===== src/rtl/sensbank_pkg.sv =====
package sensbank_pkg;

  localparam int DW = 8;

  // Register offsets; bank-select sits before the banked window.
  localparam logic [3:0] A_EVSTAT = 4'h0;
  localparam logic [3:0] A_EVSMI  = 4'h2;
  localparam logic [3:0] A_EVIRQ  = 4'h4;
  localparam logic [3:0] A_GCFG   = 4'h8;
  localparam logic [3:0] A_BANK   = 4'h9;
  localparam logic [3:0] A_CHCFG  = 4'hA;
  localparam logic [3:0] A_READ   = 4'hB;
  localparam logic [3:0] A_HI     = 4'hC;
  localparam logic [3:0] A_LO     = 4'hD;
  localparam logic [3:0] A_OT     = 4'hE;

  typedef struct packed {
    logic          en;
    logic [DW-1:0] reading;
    logic [DW-1:0] hi;
    logic [DW-1:0] lo;
    logic [DW-1:0] ot;
  } chan_view_t;

  // a strictly greater than b, in the build's number format
  function automatic logic exceeds(input logic [DW-1:0] a,
                                   input logic [DW-1:0] b,
                                   input logic sgn);
    if (sgn) return $signed(a) > $signed(b);
    return a > b;
  endfunction

  // channel config/status byte: live flags over the stored reading
  function automatic logic [DW-1:0] cfg_byte(input chan_view_t c, input logic sgn);
    return {4'b0000,
            exceeds(c.reading, c.ot, sgn),
            exceeds(c.lo, c.reading, sgn),
            exceeds(c.reading, c.hi, sgn),
            c.en};
  endfunction

  // byte k of a 16-bit vector
  function automatic logic [DW-1:0] byte_of(input logic [15:0] v, input int k);
    return v[k*DW +: DW];
  endfunction

endpackage


===== src/rtl/sensbank_chan.sv =====
module sensbank_chan
  import sensbank_pkg::*;
#(
  parameter bit            SIGNED_READ = 1'b0,
  parameter logic [DW-1:0] HI_RST      = 8'hFF,
  parameter logic [DW-1:0] LO_RST      = 8'h00
) (
  input  logic          clk,
  input  logic          rst_n,
  input  logic          sel_wr,
  input  logic [3:0]    addr,
  input  logic [DW-1:0] wdata,
  input  logic          smp_hit,
  input  logic [DW-1:0] smp_value,
  output chan_view_t    view,
  output logic          evt_set,
  output logic          crit
);

  logic          en_q;
  logic [DW-1:0] rd_q, hi_q, lo_q, ot_q;
  logic          smp_ok;

  assign smp_ok  = smp_hit && en_q;
  assign evt_set = smp_ok && (exceeds(smp_value, hi_q, SIGNED_READ) ||
                              exceeds(lo_q, smp_value, SIGNED_READ));
  assign crit    = en_q && exceeds(rd_q, ot_q, SIGNED_READ);

  always_ff @(posedge clk or negedge rst_n) begin
    if (!rst_n) begin
      en_q <= 1'b0;
      rd_q <= '0;
      hi_q <= HI_RST;
      lo_q <= LO_RST;
      ot_q <= HI_RST;
    end else begin
      if (sel_wr) begin
        case (addr)
          A_CHCFG: en_q <= wdata[0];
          A_HI:    hi_q <= wdata;
          A_LO:    lo_q <= wdata;
          A_OT:    ot_q <= wdata;
          default: ;
        endcase
      end
      if (smp_ok) rd_q <= smp_value;
    end
  end

  assign view = '{en: en_q, reading: rd_q, hi: hi_q, lo: lo_q, ot: ot_q};

endmodule


===== src/rtl/sensbank_evt.sv =====
module sensbank_evt
  import sensbank_pkg::*;
#(
  parameter int NUM_CH = 14
) (
  input  logic              clk,
  input  logic              rst_n,
  input  logic              bus_wr,
  input  logic [3:0]        bus_addr,
  input  logic [DW-1:0]     bus_wdata,
  input  logic [NUM_CH-1:0] set_vec,
  output logic [NUM_CH-1:0] status,
  output logic [NUM_CH-1:0] smi_mask,
  output logic [NUM_CH-1:0] irq_mask,
  output logic              irq_o,
  output logic              smi_o
);

  logic [NUM_CH-1:0] clr_vec, stat_n, smi_n, irq_n;

  always_comb begin
    for (int i = 0; i < NUM_CH; i++) begin
      clr_vec[i] = bus_wr && (bus_addr == A_EVSTAT + 4'(i / DW)) && bus_wdata[i % DW];
      smi_n[i]   = (bus_wr && bus_addr == A_EVSMI + 4'(i / DW)) ? bus_wdata[i % DW] : smi_mask[i];
      irq_n[i]   = (bus_wr && bus_addr == A_EVIRQ + 4'(i / DW)) ? bus_wdata[i % DW] : irq_mask[i];
    end
    // a fresh event outranks a clear in the same cycle
    stat_n = set_vec | (status & ~clr_vec);
  end

  always_ff @(posedge clk or negedge rst_n) begin
    if (!rst_n) begin
      status   <= '0;
      smi_mask <= '0;
      irq_mask <= '0;
    end else begin
      status   <= stat_n;
      smi_mask <= smi_n;
      irq_mask <= irq_n;
    end
  end

  assign irq_o = |(status & irq_mask);
  assign smi_o = |(status & smi_mask);

endmodule


===== src/rtl/sensbank_regfile.sv =====
module sensbank_regfile
  import sensbank_pkg::*;
#(
  parameter int  NUM_CH      = 14,
  parameter bit  SIGNED_READ = 1'b0,
  localparam int CH_W        = (NUM_CH > 1) ? $clog2(NUM_CH) : 1
) (
  input  logic            clk,
  input  logic            rst_n,
  input  logic [3:0]      bus_addr,
  input  logic            bus_wr,
  input  logic [DW-1:0]   bus_wdata,
  output logic [DW-1:0]   bus_rdata,
  input  logic            smp_valid,
  input  logic [CH_W-1:0] smp_chan,
  input  logic [DW-1:0]   smp_value,
  output logic            irq_o,
  output logic            smi_o,
  output logic            crit_o
);

  localparam logic [DW-1:0] HI_RST = SIGNED_READ ? 8'h7F : 8'hFF;
  localparam logic [DW-1:0] LO_RST = SIGNED_READ ? 8'h80 : 8'h00;

  logic [DW-1:0]     gcfg_q;
  logic [DW-1:0]     bank_sel;
  chan_view_t        views [NUM_CH];
  logic [NUM_CH-1:0] bank_hit, evt_set_vec, crit_vec;
  logic [NUM_CH-1:0] evt_status, smi_mask_q, irq_mask_q;
  chan_view_t        sel_view;
  logic              bank_ok;

  always_ff @(posedge clk or negedge rst_n) begin
    if (!rst_n) begin
      gcfg_q   <= '0;
      bank_sel <= '0;
    end else if (bus_wr) begin
      if (bus_addr == A_GCFG) gcfg_q   <= bus_wdata;
      if (bus_addr == A_BANK) bank_sel <= bus_wdata;
    end
  end

  for (genvar g = 0; g < NUM_CH; g++) begin : g_ch
    assign bank_hit[g] = (bank_sel == 8'(g));
    sensbank_chan #(
      .SIGNED_READ(SIGNED_READ), .HI_RST(HI_RST), .LO_RST(LO_RST)
    ) u_chan (
      .clk      (clk),
      .rst_n    (rst_n),
      .sel_wr   (bus_wr && bank_hit[g]),
      .addr     (bus_addr),
      .wdata    (bus_wdata),
      .smp_hit  (smp_valid && (smp_chan == CH_W'(g))),
      .smp_value(smp_value),
      .view     (views[g]),
      .evt_set  (evt_set_vec[g]),
      .crit     (crit_vec[g])
    );
  end

  sensbank_evt #(.NUM_CH(NUM_CH)) u_evt (
    .clk      (clk),
    .rst_n    (rst_n),
    .bus_wr   (bus_wr),
    .bus_addr (bus_addr),
    .bus_wdata(bus_wdata),
    .set_vec  (evt_set_vec),
    .status   (evt_status),
    .smi_mask (smi_mask_q),
    .irq_mask (irq_mask_q),
    .irq_o    (irq_o),
    .smi_o    (smi_o)
  );

  assign crit_o  = |crit_vec;
  assign bank_ok = |bank_hit;

  always_comb begin
    sel_view = '0;
    for (int i = 0; i < NUM_CH; i++)
      if (bank_hit[i]) sel_view = views[i];
  end

  always_comb begin
    case (bus_addr)
      A_EVSTAT:        bus_rdata = byte_of(16'(evt_status), 0);
      A_EVSTAT + 4'd1: bus_rdata = byte_of(16'(evt_status), 1);
      A_EVSMI:         bus_rdata = byte_of(16'(smi_mask_q), 0);
      A_EVSMI + 4'd1:  bus_rdata = byte_of(16'(smi_mask_q), 1);
      A_EVIRQ:         bus_rdata = byte_of(16'(irq_mask_q), 0);
      A_EVIRQ + 4'd1:  bus_rdata = byte_of(16'(irq_mask_q), 1);
      A_GCFG:          bus_rdata = gcfg_q;
      A_BANK:          bus_rdata = bank_sel;
      A_CHCFG:         bus_rdata = bank_ok ? cfg_byte(sel_view, SIGNED_READ) : '0;
      A_READ:          bus_rdata = sel_view.reading;
      A_HI:            bus_rdata = sel_view.hi;
      A_LO:            bus_rdata = sel_view.lo;
      A_OT:            bus_rdata = sel_view.ot;
      default:         bus_rdata = '0;
    endcase
  end

endmodule


===== config.mk =====
export PLATFORM = sky130hd
export DESIGN_NAME = sensbank_regfile
export DESIGN_NICKNAME = d
export VERILOG_FILES = /design/src/rtl/sensbank_pkg.sv /design/src/rtl/sensbank_chan.sv /design/src/rtl/sensbank_evt.sv /design/src/rtl/sensbank_regfile.sv
export SDC_FILE = /design/constraint.sdc
export NUM_CORES = 1
export LEC_CHECK = 0
export BUFFER_PORTS_ARGS = -buffer_cell sky130_fd_sc_hd__buf_2
export CAP_MARGIN = 40
export CORE_MARGIN = 2
export CORE_UTILIZATION = 50
export CTS_CLUSTER_SIZE = 12
export DETAILED_ROUTE_END_ITERATION = 16
export PLACE_DENSITY = 0.62
export SYNTH_ARGS = -nofsm -noshare
export SYNTH_HDL_FRONTEND = slang
export SYNTH_HIERARCHICAL = 1
export SYNTH_SLANG_ARGS = --single-unit

===== constraint.sdc =====
create_clock -name clk -period 12.15 [get_ports clk]
set_input_delay 1.8225 -clock clk [delete_from_list [all_inputs] [get_ports clk]]
set_output_delay 1.8225 -clock clk [all_outputs]
set_load 0.02 [all_outputs]

==> reports/qor.yml <==
outcome: "finished, final reports clean"
start_util_pct: 50.27
worst_hold_path_type: "register to register"
clock_latency_ns: 0.66
area_growth_pct: 10.35
crit_slowest_cell: "dfrtp_4"
numClockSinks: 520
arrival_ns: 6.20
fp-row-count: 97
required_ns: 10.33
period_minus_slack_ns: 8.018
die_w_um: 268.7
rrSetupSlack_ns: 8.05
hold_buffers: 0
slew_viol_final: 0
hpwl_um: 104700
drive_above_1_share_pct: 25.13
antenna_found_initial: 8
min_to: "gcfg_q[2]"
crit_family: "compound AO/OA/AOI/OAI gates"
htree_levels: 2
dieArea_um2: 72170
area.sequential_um2: 13300
die_h_um: 268.7
cpPeakStageDelay_ns: 0.61
cts_tree: "done"
syn_nets: 3895
final_core_util_pct: 55.47
ant_nets: 0
async_flop_share_pct: 100.0
syn_area_um2: 35020
routed_wl_um: 143100
grt_pass1_wl_um: 206000
drt_iter0_drc: 3231
clock-skew-final_ns: 0.03259
wl_per_cell_um: 31.49
cts_buffers: 61
power_mw: 5.124
dr_total_vias: 29940
path_max_fanout: 37
netlist-cell-type-count: 87
path_class: "register to output port"
ys_seq_area_share_pct: 37.96
syn_avg_cell_area_um2: 9.977
path_cells: "buf_4 > buf_4 > mux4_2 > and3_1 > a41o_1 > nor3_1 > o221ai_1 > ha_1 > and4_1 > nor2b_1 > o311ai_0 > o2111a_1 > o221ai_1 > a221o_1 > buf_2"
r2r_end: "g_ch[10].u_chan/hi_q[0]"
r2r-start: "bank_sel[1]"
ys_seq_elements: 520
port_buffers: 38
fmax_mhz: 124.7
io_pins: 39
nFillCells: 6150
slew_headroom_pct: 34.29
path_depth: 15
post_cts_buffers: 0
maxCapViolations: 0
hold_depth: 1
worst-path-buf-inv: 3
multi_input_area_um2: 19780
r2r_cells: 8
min_from: "gcfg_q[2]"
final_net_count: 3938
fin_crit_sh_pct: 65.99
fin_setup_tns_ns: 0
ys_warn_count: 6
syn_inst: 3510
p_leak_nw: 18.05
vdd_ir_drop_max_mv: 0.1343
clockBufferDepth: 3
end_kind: "output port"
grt_max_degree: 149
core_um2: 69660
grt_setup_unrepaired: "no"
power_density_nw_per_um2: 132.6
grt_pass1_vias: 29300
routabilityCongestion: 1.012
track_usage_pct: 39.70
grt-ovfl-total: 0
clock-root-buffer: "clkbuf_16"
worst_pin_slew_ns: 0.9857
drtPass1Iterations: 6
setup_violations: 0
hold_violations: 0
synth_edf_count: 0
cp-start-kind: "register"
path_clk_slew_ns: 0.06
ctsResizeCount: 0
drc: 0
synth_flop_cell: "dfrtp_1"
vias_per_cell: 6.587
cells in the mapped netlist, types with 16 or more instances:
library cell	n	share of area [%]
ha_1	357	13
o21ai_0	355	5.1
inv_1	352	3.8
nand2_1	336	3.6
mux2_2	315	10
dfrtp_1	296	21
dfstp_2	224	17
a21oi_1	185	2.6
nor2_1	110	1.2
nand4_1	83	1.5
clkbuf_1	62	0.66
a22oi_1	46	0.99
nor2b_1	42	0.75
o211ai_1	42	0.90
a21o_1	40	0.86
buf_2	40	0.57
nand3_1	37	0.53
mux2i_1	35	1.0
mux4_2	34	2.2
nor3_1	32	0.46
nand2b_1	30	0.54
o22ai_1	25	0.45
a221oi_1	20	0.50
buf_4	20	0.43
o211a_1	19	0.54
nor3b_1	18	0.39
o2111ai_1	17	0.43
o21a_1	16	0.34
sequential cells by signal (all words and copies together), names as in the netlist:
name	flops
g_ch.u_chan/rd_q	112
g_ch.u_chan/en_q	14
g_ch.u_chan/hi_q	112
u_evt/status	14
bank_sel	8
u_evt/smi_mask	14
g_ch.u_chan/ot_q	112
g_ch.u_chan/lo_q	112
u_evt/irq_mask	14
gcfg_q	8
cells by family (layout without fill, tap and decap cells):
group | after synthesis | in the layout | share of synthesized area (%)
other | 0 | 1 | 0
muxes | 390 | 390 | 13.57
and+or+nand+nor | 846 | 846 | 13.60
DFF | 520 | 520 | 37.96
adders and majority gates | 357 | 357 | 12.75
buffers and inverters | 483 | 578 | 5.663
AOI/OAI and AO/OA | 914 | 914 | 16.45
metal layers:
metal  share of wire [%]  vias to the layer above  global-route usage, %
met5               0.031                        -                      0
met4                 5.1                        8                  17.96
met3                 9.5                      358                  9.142
met2                  43                     1553                  59.95
met1                  42                    15080                  54.28
li1                    -                    12940                      -
power breakdown:
group | leakage (nW) | switching [mW] | total [mW] | internal, mW
sequential | 6.38 | 0.159 | 2.04 | 1.88
clock | 1.04 | 0.792 | 1.98 | 1.19
combinational | 10.6 | 0.725 | 1.11 | 0.385
cell usage in the layout (no fill, tap or decap), types with 16 or more instances in the layout:
master     synthesis  routed
nor3_1            32      32
o211ai_1          42      42
nor2_1           110     110
a22oi_1           46      46
buf_4             20      58
o21ai_0          355     355
buf_2             40      37
inv_1            352     352
mux2_2           315     315
mux4_2            34      34
nand2b_1          30      30
o2111ai_1         17      17
nor2b_2           14      16
dfstp_2          224     224
nor3b_1           18      18
o211a_1           19      19
nor2b_1           42      40
dfrtp_1          296     294
mux2i_1           35      35
nand2_1          336     336
ha_1             357     357
nand3_1           37      37
o22ai_1           25      25
a21oi_1          185     185
a221oi_1          20      20
clkbuf_16          0      62
o21a_1            16      16
nand4_1           83      83
a21o_1            40      40
worst max path at each step:
| stage | from | slack, ns | end |
|---|---|---|---|
| global placement | bank_sel[3] | 4.87 | bus_rdata[1] |
| detailed placement | bank_sel[0] | 4.81 | bus_rdata[1] |
| CTS | bank_sel[0] | 4.11 | bus_rdata[1] |
| global route | bank_sel[0] | 3.95 | bus_rdata[1] |
| finish | bank_sel[0] | 4.13 | bus_rdata[1] |
| floorplan | bank_sel[5] | 6.48 | bus_rdata[1] |
stage by stage:
stage,setup slack [ns],cells,hold WS (ns),cell area [um^2]
after floorplan,6.479,3510,0.4644,35020
after global placement,4.866,4408,0.4844,36180
after detailed placement,4.805,4428,0.4875,36480
after CTS,4.113,4543,0.5011,38630
after global routing,3.948,4545,0.5198,38640
final,4.132,4546,0.5039,38640
layout make-up:
| cell class | instances | area share, % |
|---|---|---|
| Clock buffer | 86 | 4.481 |
| Antenna cell | 1 | 0.006475 |
| Multi-Input combinational cell | 2507 | 51.18 |
| Clock inverter | 29 | 1.085 |
| Timing Repair Buffer | 110 | 2.357 |
| Inverter | 353 | 3.429 |
| Tap cell | 940 | 3.043 |
| Sequential cell | 520 | 34.42 |
Note: power is estimated with default switching activity, not from simulation.
